[src/rtl/tx_desc_walker.sv]
module tx_desc_walker #(
  parameter int AW     = 32,
  parameter int SIZE_W = 13
) (
  input  logic              clk,
  input  logic              rst_n,
  input  logic              run,
  input  logic [AW-1:0]     list_base,
  input  logic              poll_demand,
  output logic              mem_req,
  output logic              mem_we,
  output logic [AW-3:0]     mem_addr,
  output logic [31:0]       mem_wdata,
  input  logic [31:0]       mem_rdata,
  output logic              frm_valid,
  output logic [AW-1:0]     frm_buf_addr,
  output logic [SIZE_W-1:0] frm_size,
  output logic              frm_first,
  output logic              frm_last,
  input  logic              frm_done,
  input  logic              frm_underflow,
  input  logic [3:0]        frm_coll_cnt,
  input  logic              frm_excess_coll,
  input  logic              frm_late_coll,
  input  logic              frm_no_carrier,
  input  logic              frm_loss_carrier,
  output logic [AW-1:0]     cur_desc,
  output logic              suspended,
  output logic              buf_unavail,
  output logic              tx_complete
);

  localparam logic [AW-1:0] DESC_BYTES = AW'(32);
  localparam logic [31:0]   KEEP_MASK  = 32'h7010_0000;

  typedef enum logic [3:0] {
    S_IDLE, S_R0, S_R1, S_R2, S_R3, S_R4, S_XFER, S_WB, S_SUSP
  } state_t;

  state_t           state;
  logic [AW-1:0]    cur, nxt;
  logic [31:0]      ctl;
  logic [15:0]      stat;
  logic [AW-1:0]    bufa;
  logic [SIZE_W-1:0] size;
  logic             unav;
  logic [1:0]       off;
  logic             err_any;

  assign err_any = frm_underflow | frm_excess_coll | frm_late_coll
                 | frm_no_carrier | frm_loss_carrier;

  always_comb begin
    mem_req = 1'b0;
    mem_we  = 1'b0;
    off     = 2'd0;
    unique case (state)
      S_R0:  begin mem_req = 1'b1; off = 2'd0; end
      S_R1:  begin mem_req = mem_rdata[31]; off = 2'd1; end
      S_R2:  begin mem_req = 1'b1; off = 2'd2; end
      S_R3:  begin mem_req = 1'b1; off = 2'd3; end
      S_WB:  begin mem_req = 1'b1; mem_we = 1'b1; end
      default: ;
    endcase
  end

  assign mem_addr     = cur[AW-1:2] + (AW-2)'(off);
  assign mem_wdata    = (ctl & KEEP_MASK) | {16'h0, stat};
  assign frm_valid    = (state == S_XFER);
  assign frm_buf_addr = bufa;
  assign frm_size     = size;
  assign frm_first    = ctl[28];
  assign frm_last     = ctl[29];
  assign cur_desc     = cur;
  assign suspended    = (state == S_SUSP);
  assign buf_unavail  = unav;
  assign tx_complete  = (state == S_WB) && ctl[30];

  always_ff @(posedge clk or negedge rst_n) begin
    if (!rst_n) begin
      state <= S_IDLE;
      cur   <= '0;
      nxt   <= '0;
      ctl   <= '0;
      stat  <= '0;
      bufa  <= '0;
      size  <= '0;
      unav  <= 1'b0;
    end else begin
      unav <= 1'b0;
      unique case (state)
        S_IDLE: if (run) begin
          cur   <= list_base;
          state <= S_R0;
        end
        S_R0: state <= S_R1;
        S_R1: begin
          ctl <= mem_rdata;
          if (mem_rdata[31]) state <= S_R2;
          else begin
            state <= S_SUSP;
            unav  <= 1'b1;
          end
        end
        S_R2: begin size <= mem_rdata[SIZE_W-1:0]; state <= S_R3; end
        S_R3: begin bufa <= mem_rdata[AW-1:0];     state <= S_R4; end
        S_R4: begin nxt  <= mem_rdata[AW-1:0];     state <= S_XFER; end
        S_XFER: if (frm_done) begin
          stat  <= {err_any, 3'b000, frm_loss_carrier, frm_no_carrier,
                    frm_late_coll, frm_excess_coll, 1'b0, frm_coll_cnt,
                    1'b0, frm_underflow, 1'b0};
          state <= S_WB;
        end
        S_WB: begin
          cur   <= ctl[20] ? nxt : cur + DESC_BYTES;
          state <= run ? S_R0 : S_IDLE;
        end
        S_SUSP: begin
          if (!run)             state <= S_IDLE;
          else if (poll_demand) state <= S_R0;
        end
        default: state <= S_IDLE;
      endcase
    end
  end

  AST_WB_RELEASE: assert property (@(posedge clk) disable iff (!rst_n)
    (mem_req && mem_we) |-> (!mem_wdata[31] && mem_addr[2:0] == 3'd0));
  AST_ERR_SUMMARY: assert property (@(posedge clk) disable iff (!rst_n)
    (mem_req && mem_we) |-> (mem_wdata[15] == |{mem_wdata[1], mem_wdata[11:8]}));
  AST_UNAVAIL_SUSPEND: assert property (@(posedge clk) disable iff (!rst_n)
    buf_unavail |-> (suspended && !frm_valid && !mem_req));
  AST_UNAVAIL_PULSE: assert property (@(posedge clk) disable iff (!rst_n)
    buf_unavail |=> !buf_unavail);
  AST_FRAME_HOLD: assert property (@(posedge clk) disable iff (!rst_n)
    (frm_valid && !frm_done) |=> (frm_valid && $stable(frm_buf_addr) && $stable(frm_size)));
  AST_DONE_PULSE: assert property (@(posedge clk) disable iff (!rst_n)
    tx_complete |=> !tx_complete);
  AST_NO_STAMP_ACCESS: assert property (@(posedge clk) disable iff (!rst_n)
    mem_req |-> !mem_addr[2]);
  AST_SUSPEND_QUIET: assert property (@(posedge clk) disable iff (!rst_n)
    suspended |-> !mem_req);

endmodule

[config.mk]
export PLATFORM = sky130hd
export DESIGN_NAME = tx_desc_walker
export DESIGN_NICKNAME = d
export VERILOG_FILES = /design/src/rtl/tx_desc_walker.sv
export SDC_FILE = /design/constraint.sdc
export NUM_CORES = 1
export LEC_CHECK = 0
export BUFFER_PORTS_ARGS = -buffer_cell sky130_fd_sc_hd__buf_2
export CAP_MARGIN = 10
export CORE_MARGIN = 4
export CORE_UTILIZATION = 25
export CTS_BUF_LIST = sky130_fd_sc_hd__clkbuf_8
export CTS_CLUSTER_SIZE = 30
export DETAILED_ROUTE_END_ITERATION = 6
export GPL_TIMING_DRIVEN = 0
export HOLD_SLACK_MARGIN = 0.02
export PLACE_DENSITY = 0.42
export SLEW_MARGIN = 10
export SYNTH_ARGS = -nofsm -noshare
export SYNTH_HDL_FRONTEND = slang
export SYNTH_SLANG_ARGS = --single-unit
[constraint.sdc]
create_clock -name clk -period 5 [get_ports clk]
set_input_delay 1 -clock clk [delete_from_list [all_inputs] [get_ports clk]]
set_output_delay 1 -clock clk [all_outputs]
set_load 0.01 [all_outputs]
# After elaboration in Yosys (flattened, before gate mapping)
# Cells that the tools add are included.
# op_classes
reduce_logical	7
muxes	15
eq_ne	11
n_bitwise	5
addsub	2
# ops
cell	count
32-bit two-way mux	2
32-bit one-hot mux with 2 select lines	1
4-bit one-hot mux with 9 select lines	1
32-bit by 6-bit adder with 32-bit output (second input constant)	1
31-bit by 16-bit OR with 31-bit output	1
30-bit by 2-bit adder with 30-bit output	1
4-bit two-way mux	5
4-bit by 3-bit equality test with 1-bit output (second input constant)	4
4-bit by 2-bit equality test with 1-bit output (second input constant)	2
2-bit one-hot mux with 3 select lines	1
4-bit by 1-bit equality test with 1-bit output (second input constant)	1
4-bit equality test (second input constant)	1
4-bit logical NOT	1
1-bit two-way mux	4
1-bit OR	4
2-bit AND reduction	2
4-bit OR reduction	1
3-bit inequality test (second input constant)	1
3-bit AND reduction	1
2-bit by 1-bit inequality test with 1-bit output (second input constant)	1
2-bit inequality test (second input constant)	1
1-bit one-hot mux with 2 select lines	1
2-bit nonzero test	1
1-bit logical AND	1
# word_totals
regBits	155

# Longest topological paths before layout
# Gate-level depths: netlist (run 1).
# depth
ltp_word	4
depth_mapped	11

# Worst setup path after synthesis (run 1)
# OpenSTA, ideal clock, no wires.
# synth_path
path_kind	flip-flop to output port
startpoint	register state[1]
endpoint	output port mem_addr[14]
path_slack_ps	1207
required_ps	4000
path_stages_with_launch	12
arrival_time_ps	2793
path_cell_list	dfrtp_1 clkbuf_1 clkbuf_1 nor3_2 buf_2 nand2b_1 ha_1 fa_1 nand2_1 nor4_1 nand3_1 xnor2_1
# synth_between
elab_chain_cells	3
# synth_rtl
element	line	rtl
start, declared	40	state_t state;
start signal, assigned	116	state <= run ? S_R0 : S_IDLE;
4-bit by 3-bit equality test with 1-bit output or 4-bit by 2-bit equality test with 1-bit output (tied branches)	57	unique case (state)
2-bit one-hot mux with 3 select lines *	57	
30-bit by 2-bit adder with 30-bit output *	67	assign mem_addr = cur[AW-1:2] + (AW-2)'(off);
end, declared	12	output logic [AW-3:0] mem_addr,
# Every way passes the cells marked *; elsewhere a longest branch is shown, timed or not.

# Final worst setup path (run 1)
# layout_path
startpoint	register state[3]
endpoint	output port mem_addr[27]
# Same word-level chain as after synthesis.

==> run summary, run 1 <==
Global routing
• GRT Resource Usage Total: 16.3%
• largest net degree at the start of global routing: 66
• wire length of the first global-routing pass: 37600 µm
• vias in the first global route: 6000
• remaining global-route overflow: 0
• number of antenna violations at the first check in global routing: 6

Clock network
• clock buffer depth: 2
• CTS tree: built
• number of clock sinks: 128
• CTS root buf: clkbuf_8
• total clock buffers created by CTS: 17
• H-tree depth reported by CTS: 4
• Skew-Pair Late Insertion Delay: 460 ps
• register clock-pin slew on the reported worst setup and hold paths: 90 ps
• number of hold buffers added after CTS: 0

Placement
• RD Place Congestion: 0.776
• hpwl dp: 18900 µm
• input/output buffers: 206
• number of instances in the placed design: 1214
• Setup WS pre-CTS: 21.8 ps

Status
• status: completed

Setup path
• data required time of the worst path: 4000 ps
• maximum fanout along the worst path: 10
• total number of cells along the worst setup path: 12
• minimum setup slack among reg-to-reg paths: 2440 ps
• cell type of the slowest stage on the worst timing path: nor4_1
• reg-to-reg startpoint: state[3]
• critical path launch point: state[3]
• Critical path buffers and inverters: 4
• critical path, cell by cell: clkbuf_1 > nand2b_1 > nor3_4 > buf_12 > buf_2 > or2_2 > ha_1 > a21o_1 > nand2_1 > nor4_1 > xnor2_1 > buf_2
• most repeated library cell on the critical path: buf_2
• classification of the worst setup path: flip-flop to output pin
• crit start category: flip-flop
• biggest cell delay along the critical path: 430 ps
• reg-to-reg endpoint: nxt[16]
• cell family with most CP delay: simple AND/OR/NAND/NOR gates
• Register-to-Register Path Depth: 5
• worst endpoint data arrival time: 3700 ps
• crit path to: mem_addr[27]
• Worst setup EP type: output pin

STA
• minimum clock period: 4700 ps
• final setup violation count: 0
• share of the clock period used by the worst path after layout: 94.0%
• Max Clock Freq: 213 MHz
• worst slew pin tran: 888 ps
• Hold Vio Cnt, Final: 0
• skew final: 26.3 ps
• Final Max Tran Viols: 0
• Slew Limit Headroom: 40.8%
• unrepaired setup endpoints after global routing: false
• total negative slack for setup checks: 0 ps
• final worst setup slack: 300 ps
• Hold Worst Slack: 472 ps

Synthesis
• syn_area_per_cell: 10.5 µm²
• yosys warns: 0
• most common flop cell mapped by yosys: dfrtp_1
• most used standard cells in the synthesized netlist: dfrtp_1, mux2_2, nand2_1, nor3_1, clkbuf_1
• most repeated cell in the gate-level netlist after synthesis: dfrtp_1
• cell count after synthesis: 649
• cell type contributing the most total cell area after synthesis: dfrtp_1
• area of the mapped netlist: 0.00684 mm²
• distinct cell type count of the synthesized netlist: 64
• FFs w/ async S/R, synth: 100%
• share of the synthesized area in the top cell type: 46.9%
• sequential cell area fraction in the yosys report: 46.9%
• number of flops mapped to enable cells by yosys: 0
• flop and latch count out of synthesis: 128
• dominant cells by area after synthesis: dfrtp_1, mux2_2, nand2_1

Drt
• mean number of vias per cell: 4.72
• number of DRC markers after the initial detailed-route iteration: 283
• number of antenna-violating nets in the routed design: 0
• overall routed net length: 25000 µm
• Remaining DRCs: 0
• routed length per placed instance: 20.0 µm
• detailed-routing iteration count for the pre-antenna-repair pass: 4
• Vias: 5893

Min path
• worst hold path type: input pin to async pin

Final layout
• # nets final: 975
• synthesis-to-layout area growth: 30.5%
• share of layout cells above drive strength 1: 42.5%
• non-filler cells in the finished layout: 1248

Power and ir drop
• leakage power of the design: 4.01 nW
• overall power consumption: 6.02 mW
• pwr/cell area: 675 mW/mm²
• worst IR drop on VDD: 0.238 mV

Die
• Initial Util: 25.4%
• number of placement rows: 60
• Total Die Area: 0.0301 mm²
• vertical extent of the die: 173 µm
• area inside the core boundary: 0.0270 mm²
• Ports: 225
• Die W: 173 µm

Run
• count of max-cap constraint violations: 0

power by group:
group | switching (mW) | internal [mW] | total (mW)
clock network | 0.493 | 0.552 | 1.05
registers | 0.368 | 1.57 | 1.93
logic | 1.70 | 1.34 | 3.04
logic make-up (layout without fill, tap and decap cells):
logic type / count (synthesis) / in the layout / synth area share (%)
compound gates: 102 / 102 / 10.9
xor+xnor: 34 / 34 / 4.36
fa+ha+maj: 4 / 4 / 0.842
buf+inv: 84 / 324 / 6.09
flops: 128 / 128 / 46.9
mux: 97 / 97 / 15.8
other cells: 1 / 19 / 0.0549
simple gates: 199 / 199 / 15.2
flip-flops by register name (all words and copies together), names as in the netlist:
name / cells
cur_desc: 32
frm_buf_addr: 32
nxt: 32
frm_size: 13
stat: 10
ctl: 4
state: 4
buf_unavail: 1
placed cells by master, fill, tap and decap left out, types with 6 or more instances in the layout:
| master | n |
|---|---|
| nand3_1 | 16 |
| conb_1 | 18 |
| dfrtp_1 | 128 |
| or3_1 | 6 |
| buf_2 | 220 |
| nand4_1 | 10 |
| clkbuf_1 | 27 |
| inv_1 | 13 |
| o22ai_1 | 8 |
| buf_4 | 22 |
| nand2b_1 | 8 |
| mux2i_1 | 11 |
| a22oi_1 | 7 |
| nand2_1 | 53 |
| xnor2_1 | 22 |
| nor2_1 | 24 |
| mux2_2 | 86 |
| clkbuf_8 | 17 |
| a21oi_1 | 9 |
| a31oi_1 | 8 |
| a211oi_1 | 7 |
| nor3_1 | 32 |
| nor4_1 | 7 |
| and3_1 | 9 |
| xor2_1 | 12 |
| o21ai_0 | 16 |
what timing repair did:
item | CTS | global route
pin swaps | 1 | 0
buffers inserted | 2 | 0
gates resized for setup | 6 | 7
setup endpoints to repair | 21 | 9
metrics by stage:
stage | util [%] | instance area [µm²]
floorplan | - | 6900
global placement | 31.0 | 8360
detailed placement | 31.2 | 8400
CTS | 33.0 | 8890
global route | 33.1 | 8920
finish | 33.1 | 8920
layout make-up:
| class | instances | area (µm²) |
|---|---|---|
| antenna | 1 | 2.50 |
| multi-input combinational | 454 | 3340 |
| inverter | 12 | 45.0 |
| sequential | 128 | 3200 |
| timing repair buffer | 209 | 1100 |
| clock buffer | 17 | 234 |
| fill | 2859 | 18000 |
| tap | 341 | 427 |
| clock inverter | 15 | 208 |
| buffer | 71 | 370 |
worst min-delay path by stage:
stage | to | slack, ps | cells after the start | startpoint
floorplan | nxt[8] | 470 | 1 | nxt[8]
global placement | stat[15] | 480 | 2 | stat[15]
detailed placement | stat[15] | 470 | 2 | stat[15]
CTS | frm_buf_addr[0] | 480 | 1 | rst_n
global route | frm_size[0] | 480 | 1 | rst_n
finish | frm_buf_addr[0] | 470 | 1 | rst_n
metal layers:
metal / GRT usage, % / vias to the layer above / part of all wire (%)
li1: - / 2809 / -
met1: 21.6 / 2874 / 46
met2: 26.0 / 174 / 46
met3: 5.65 / 24 / 6.6
met4: 3.13 / 12 / 1.0
met5: 0 / - / 0.25
Note: power is estimated with default switching activity, not from simulation.
==> inputs of run 2 (changes only) <==
ABC_AREA = 0   (was default)
PLACE_DENSITY = 0.55   (was 0.42)
==> run summary, run 2 (same netlist as run 1, synthesis figures left out) <==
STA
• final worst setup slack: 229 ps, -71.1 ps
• Max Clock Freq: 210 MHz, -1.5%
• Final Max Tran Viols: 0, unchanged
• share of the clock period used by the worst path after layout: 95.4%, +1.4 points
• Slew Limit Headroom: 44.8%, +4.0 points
• final setup violation count: 0, unchanged
• total negative slack for setup checks: 0 ps, unchanged
• minimum clock period: 4770 ps, +71.1 ps
• worst slew pin tran: 826 ps, -62.5 ps
• skew final: 23.6 ps, -2.73 ps
• Hold Vio Cnt, Final: 0, unchanged
• unrepaired setup endpoints after global routing: false

Placement
• cell area after placement: 0.00842 mm², +0.28%
• Setup WS pre-CTS: 31.1 ps, +9.28 ps
• input/output buffers: 206, unchanged
• hpwl dp: 19000 µm, about the same
• RD Place Congestion: 0.867, +12%

Clock network
• number of clock sinks: 128, unchanged
• register clock-pin slew on the reported worst setup and hold paths: 80 ps, about the same
• H-tree depth reported by CTS: 4, unchanged
• CTS tree: built
• Skew-Pair Late Insertion Delay: 450 ps, about the same
• total clock buffers created by CTS: 17, unchanged
• clock buffer depth: 2, unchanged
• CTS root buf: clkbuf_8

Status
• status: completed

Drt
• Remaining DRCs: 0, unchanged
• overall routed net length: 24700 µm, -0.91%
• number of DRC markers after the initial detailed-route iteration: 350, +24%
• detailed-routing iteration count for the pre-antenna-repair pass: 5, +1
• number of antenna-violating nets in the routed design: 0, unchanged
• routed length per placed instance: 19.9 µm, -0.75%
• mean number of vias per cell: 4.84, +2.6%
• Vias: 6035, +2.4%

Final layout
• most frequent standard cell in the layout excluding fill and tap cells: buf_2
• number of diodes: 0, -1
• commonest cells after routing, fill and taps aside: buf_2, dfrtp_1, mux2_2, nand2_1, nor3_1
• filler cell count in the final layout: 2815, -1.5%
• fin area: 0.00883 mm², -1.0%
• utilization of the core after routing: 32.8%, -0.34 points
• # nets final: 977, +0.21%
• share of layout cells above drive strength 1: 42.0%, -0.51 points
• synthesis-to-layout area growth: 29.1%

Die
• area inside the core boundary: 0.0270 mm², unchanged
• number of placement rows: 60, unchanged
• Ports: 225, unchanged
• Die W: 173 µm, unchanged
• vertical extent of the die: 173 µm, unchanged
• Initial Util: 25.4%, unchanged
• Total Die Area: 0.0301 mm², unchanged

Global routing
• remaining global-route overflow: 0, unchanged
• number of antenna violations at the first check in global routing: 3, -3
• vias in the first global route: 6052, +0.87%
• largest net degree at the start of global routing: 49, -26%
• wire length of the first global-routing pass: 37400 µm, -0.44%
• GRT Resource Usage Total: 16.2%, -0.11 points

Setup path
• worst endpoint data arrival time: 3770 ps, +70 ps
• data required time of the worst path: 4000 ps, about the same
• maximum fanout along the worst path: 10, unchanged
• cell type of the slowest stage on the worst timing path: nor4_1
• critical path, cell by cell: clkbuf_1 > nand2b_1 > nor3_4 > buf_12 > buf_2 > or2_2 > ha_1 > a21o_1 > nand2_1 > nor4_1 > xor2_1 > buf_2
• classification of the worst setup path: flip-flop to output pin
• Worst setup EP type: output pin
• minimum setup slack among reg-to-reg paths: 2370 ps, -70 ps
• most repeated library cell on the critical path: buf_2
• biggest cell delay along the critical path: 530 ps, +100 ps
• crit start category: flip-flop

Power and ir drop
• worst IR drop on VDD: 0.250 mV, +5.2%
• pwr/cell area: 660 mW/mm², -2.2%
• leakage power of the design: 3.96 nW, -1.2%

Run
• count of max-cap constraint violations: 0, unchanged

Min path
• worst hold path type: input pin to async pin

## run 2: worst max-delay path: cells and delay by family (launching register included)
kind / cells / cell delay [ps]
and+or+nand+nor: 5 / 1510
DFF: 1 / 370
AOI/OAI and AO/OA: 1 / 120
adders and majority gates: 1 / 280
buffers and inverters: 4 / 850
xor gates and xnor gates: 1 / 170
## run 2: routing by layer
metal,part of all wire (%),GRT usage (%)
met5,0.16,0
met1,45,21.9
met3,6.5,4.10
met4,2.1,4.86
met2,46,25.5
## run 2: timing repair
item,4_1_cts,5_1_grt
gates cloned,0,0
hold buffers,0,0
setup endpoints to repair,21,8
resized for setup,5,4
hold endpoints to repair,0,0
pin swaps,1,0
buffers inserted,2,0
## run 2: through the flow
step           cells  total power [mW]  hold slack, ps
3_3_place_gp    1213              4.91             466
5_1_grt         1246              6.26             456
2_1_floorplan    666              3.77             472
4_1_cts         1246              5.89             435
6_report        1246              5.83             455
3_5_place_dp    1215              4.97             480
## run 2: final cells by class
class,count,area [µm²],area share [%]
multi-input cells,454,3310,37.5
flip-flops and latches,128,3200,36.3
repair buffers,210,1120,12.7
well taps,341,427,4.83
plain buffers,72,374,4.24
clock buffers,19,262,2.96
clock inverters,10,90.1,1.02
inverters,12,45.0,0.510
## run 2: where the power goes
part,internal [mW],switching (mW)
Combinational,1.34,1.72
Sequential,1.57,0.357
Clock,0.408,0.439
Total,3.31,2.51
## run 2: worst paths after layout
path | start | endpoint | cells after the start
min | rst_n | ctl[28] | 1
min in group clk | stat[15] | stat[15] | 2
max in group asynchronous | rst_n | cur_desc[14] | 3
max | state[3] | mem_addr[25] | 12
min reg2reg | stat[15] | stat[15] | 2
max reg2reg | state[3] | nxt[17] | 5
==> inputs of run 3 (changes only) <==
clock period = 4.7 ns   (was 5 ns; I/O delays follow)
==> run summary, run 3 (same netlist as run 1, synthesis figures left out) <==
Clock network
• number of clock sinks: 128, unchanged
• total clock buffers created by CTS: 17, unchanged
• clock buffer depth: 2, unchanged
• H-tree depth reported by CTS: 4, unchanged
• CTS root buf: clkbuf_8
• CTS tree: built
• Skew-Pair Late Insertion Delay: 460 ps, about the same
• number of hold buffers added after CTS: 0, unchanged
• register clock-pin slew on the reported worst setup and hold paths: 80 ps, about the same

Power and ir drop
• leakage power of the design: 3.97 nW, +0.20%
• share of total power in the clock network: 14.5%, about the same
• worst IR drop on VDD: 0.266 mV, +6.4%
• sequential group share of total power: 33.0%, about the same
• switching part of the total: 43.2%, +0.046 points
• part of the total power dissipated in combinational logic: 52.4%, about the same
• switching power summed over all nets: 2.68 mW, +6.5%
• pwr/cell area: 700 mW/mm², +6.1%
• internal power consumption: 3.52 mW, +6.3%

Setup path
• cell family with most CP delay: simple AND/OR/NAND/NOR gates
• crit start category: flip-flop
• Critical path buffers and inverters: 3, -1
• critical path, cell by cell: clkbuf_2 > nand2_1 > nor2_4 > buf_2 > or2_2 > fa_1 > nand2_2 > nor4_1 > xor2_1 > buf_2
• biggest cell delay along the critical path: 440 ps, -90 ps
• Register-to-Register Path Depth: 5, unchanged
• minimum setup slack among reg-to-reg paths: 2170 ps, -200 ps
• reg-to-reg startpoint: state[3]
• data required time of the worst path: 3760 ps, -240 ps
• cell type of the slowest stage on the worst timing path: dfrtp_1
• most repeated library cell on the critical path: buf_2
• critical path launch point: state[0]
• Worst setup EP type: output pin
• worst endpoint data arrival time: 3530 ps, -240 ps
• reg-to-reg endpoint: nxt[17]
• classification of the worst setup path: flip-flop to output pin
• maximum fanout along the worst path: 10, unchanged

Min path
• worst hold path type: input pin to async pin

Die
• Total Die Area: 0.0301 mm², unchanged
• Initial Util: 25.4%, unchanged
• Die W: 173 µm, unchanged
• Ports: 225, unchanged
• number of placement rows: 60, unchanged
• vertical extent of the die: 173 µm, unchanged
• area inside the core boundary: 0.0270 mm², unchanged

Drt
• mean number of vias per cell: 4.83, -0.19%
• Remaining DRCs: 0, unchanged
• Vias: 6019, -0.27%
• number of antenna-violating nets in the routed design: 0, unchanged
• overall routed net length: 24700 µm, about the same
• detailed-routing iteration count for the pre-antenna-repair pass: 5, unchanged
• number of DRC markers after the initial detailed-route iteration: 368, +5.1%
• routed length per placed instance: 19.9 µm, about the same

Final layout
• filler cell count in the final layout: 2805, -0.36%
• # nets final: 974, -0.31%
• share of layout cells above drive strength 1: 42.6%, +0.58 points
• utilization of the core after routing: 32.8%, +0.079 points
• area of the multi-input gates: 0.00334 mm², +0.83%
• commonest cells after routing, fill and taps aside: buf_2, dfrtp_1, mux2_2, nand2_1, nor3_1
• most frequent standard cell in the layout excluding fill and tap cells: buf_2
• register area: 0.00320 mm², unchanged
• synthesis-to-layout area growth: 29.4%

STA
• Max Clock Freq: 224 MHz
• final worst setup slack: 232 ps, +2.60 ps
• final setup violation count: 0, unchanged
• minimum clock period: 4470 ps
• Hold Vio Cnt, Final: 0, unchanged
• worst slew pin tran: 842 ps, +16.8 ps
• Final Max Tran Viols: 0, unchanged
• Hold Worst Slack: 389 ps, -66.8 ps
• total negative slack for setup checks: 0 ps, unchanged
• share of the clock period used by the worst path after layout: 95.1%
• Slew Limit Headroom: 43.7%, -1.1 points
• skew final: 27.3 ps, +3.74 ps

Global routing
• vias in the first global route: 6057, +0.083%
• GRT Resource Usage Total: 16.2%, about the same
• remaining global-route overflow: 0, unchanged
• wire length of the first global-routing pass: 37500 µm, about the same
• number of antenna violations at the first check in global routing: 3, unchanged
• largest net degree at the start of global routing: 49, unchanged

Placement
• Setup WS pre-CTS: -209 ps, -240 ps
• hpwl dp: 19000 µm, unchanged
• RD Place Congestion: 0.867, unchanged
• input/output buffers: 206, unchanged

Status
• status: completed

Run
• count of max-cap constraint violations: 0, unchanged

## run 3: cell types whose count changed in the layout (fill, tap and decap cells not counted), sizes merged
cell and change:
clkbuf -2, diode +2, buf -1
## run 3: timing repair
item | CTS | global route
setup endpoints to repair | 25 | 8
resized for setup | 11 | 3
setup buffers | 2 | 0
cloned | 0 | 0
pin swaps | 1 | 0
## run 3: routing by layer
layer | track usage (%) | vias to the layer above | wire (µm)
li1 | - | 2805 | -
met1 | 21.8 | 2939 | 11000
met2 | 25.5 | 232 | 11300
met3 | 4.21 | 37 | 1820
met4 | 5.02 | 6 | 538
met5 | 0 | - | 40
## run 3: how the worst max path moves through the flow
| stage | end | slack (ps) | cells past startpoint |
|---|---|---|---|
| CTS | mem_addr[23] | 60 | 11 |
| detailed placement | mem_addr[14] | -210 | 12 |
| floorplan | mem_addr[14] | 970 | 11 |
| global placement | mem_addr[14] | -180 | 12 |
| global route | mem_addr[23] | -20 | 11 |
| finish | mem_addr[24] | 230 | 10 |
## run 3: metrics by stage
step	area, µm²	instances	power [mW]
5_1_grt	8840	1243	6.67
3_3_place_gp	8360	1213	5.23
4_1_cts	8840	1245	6.27
6_report	8850	1245	6.20
3_5_place_dp	8420	1215	5.29
2_1_floorplan	6900	666	4.01
## run 3: final cells by class
type	count	share of cell area [%]
antenna	2	0.0566
clock inverter	10	1.02
tap	341	4.82
multi-input combinational	454	37.7
clock buffer	19	2.95
timing repair buffer	210	12.7
inverter	12	0.509
sequential	128	36.2
buffer	69	4.10
## run 3: worst reg2reg max path, cell delays in order, from the launching register on
cell,delay (ps)
dfrtp_1,400
clkbuf_2,200
nand2b_1,250
nor2_1,520
clkbuf_1,630
mux2_2,410
## run 3: power by group through the flow
stage / registers, mW / clock network, mW / logic (mW)
after global routing: 2.14 / 0.975 / 3.55
after floorplan: 2.18 / 0 / 1.83
after CTS: 2.05 / 0.938 / 3.28
after detailed placement: 2.07 / 0 / 3.22
after global placement: 2.05 / 0 / 3.18
final: 2.05 / 0.900 / 3.25
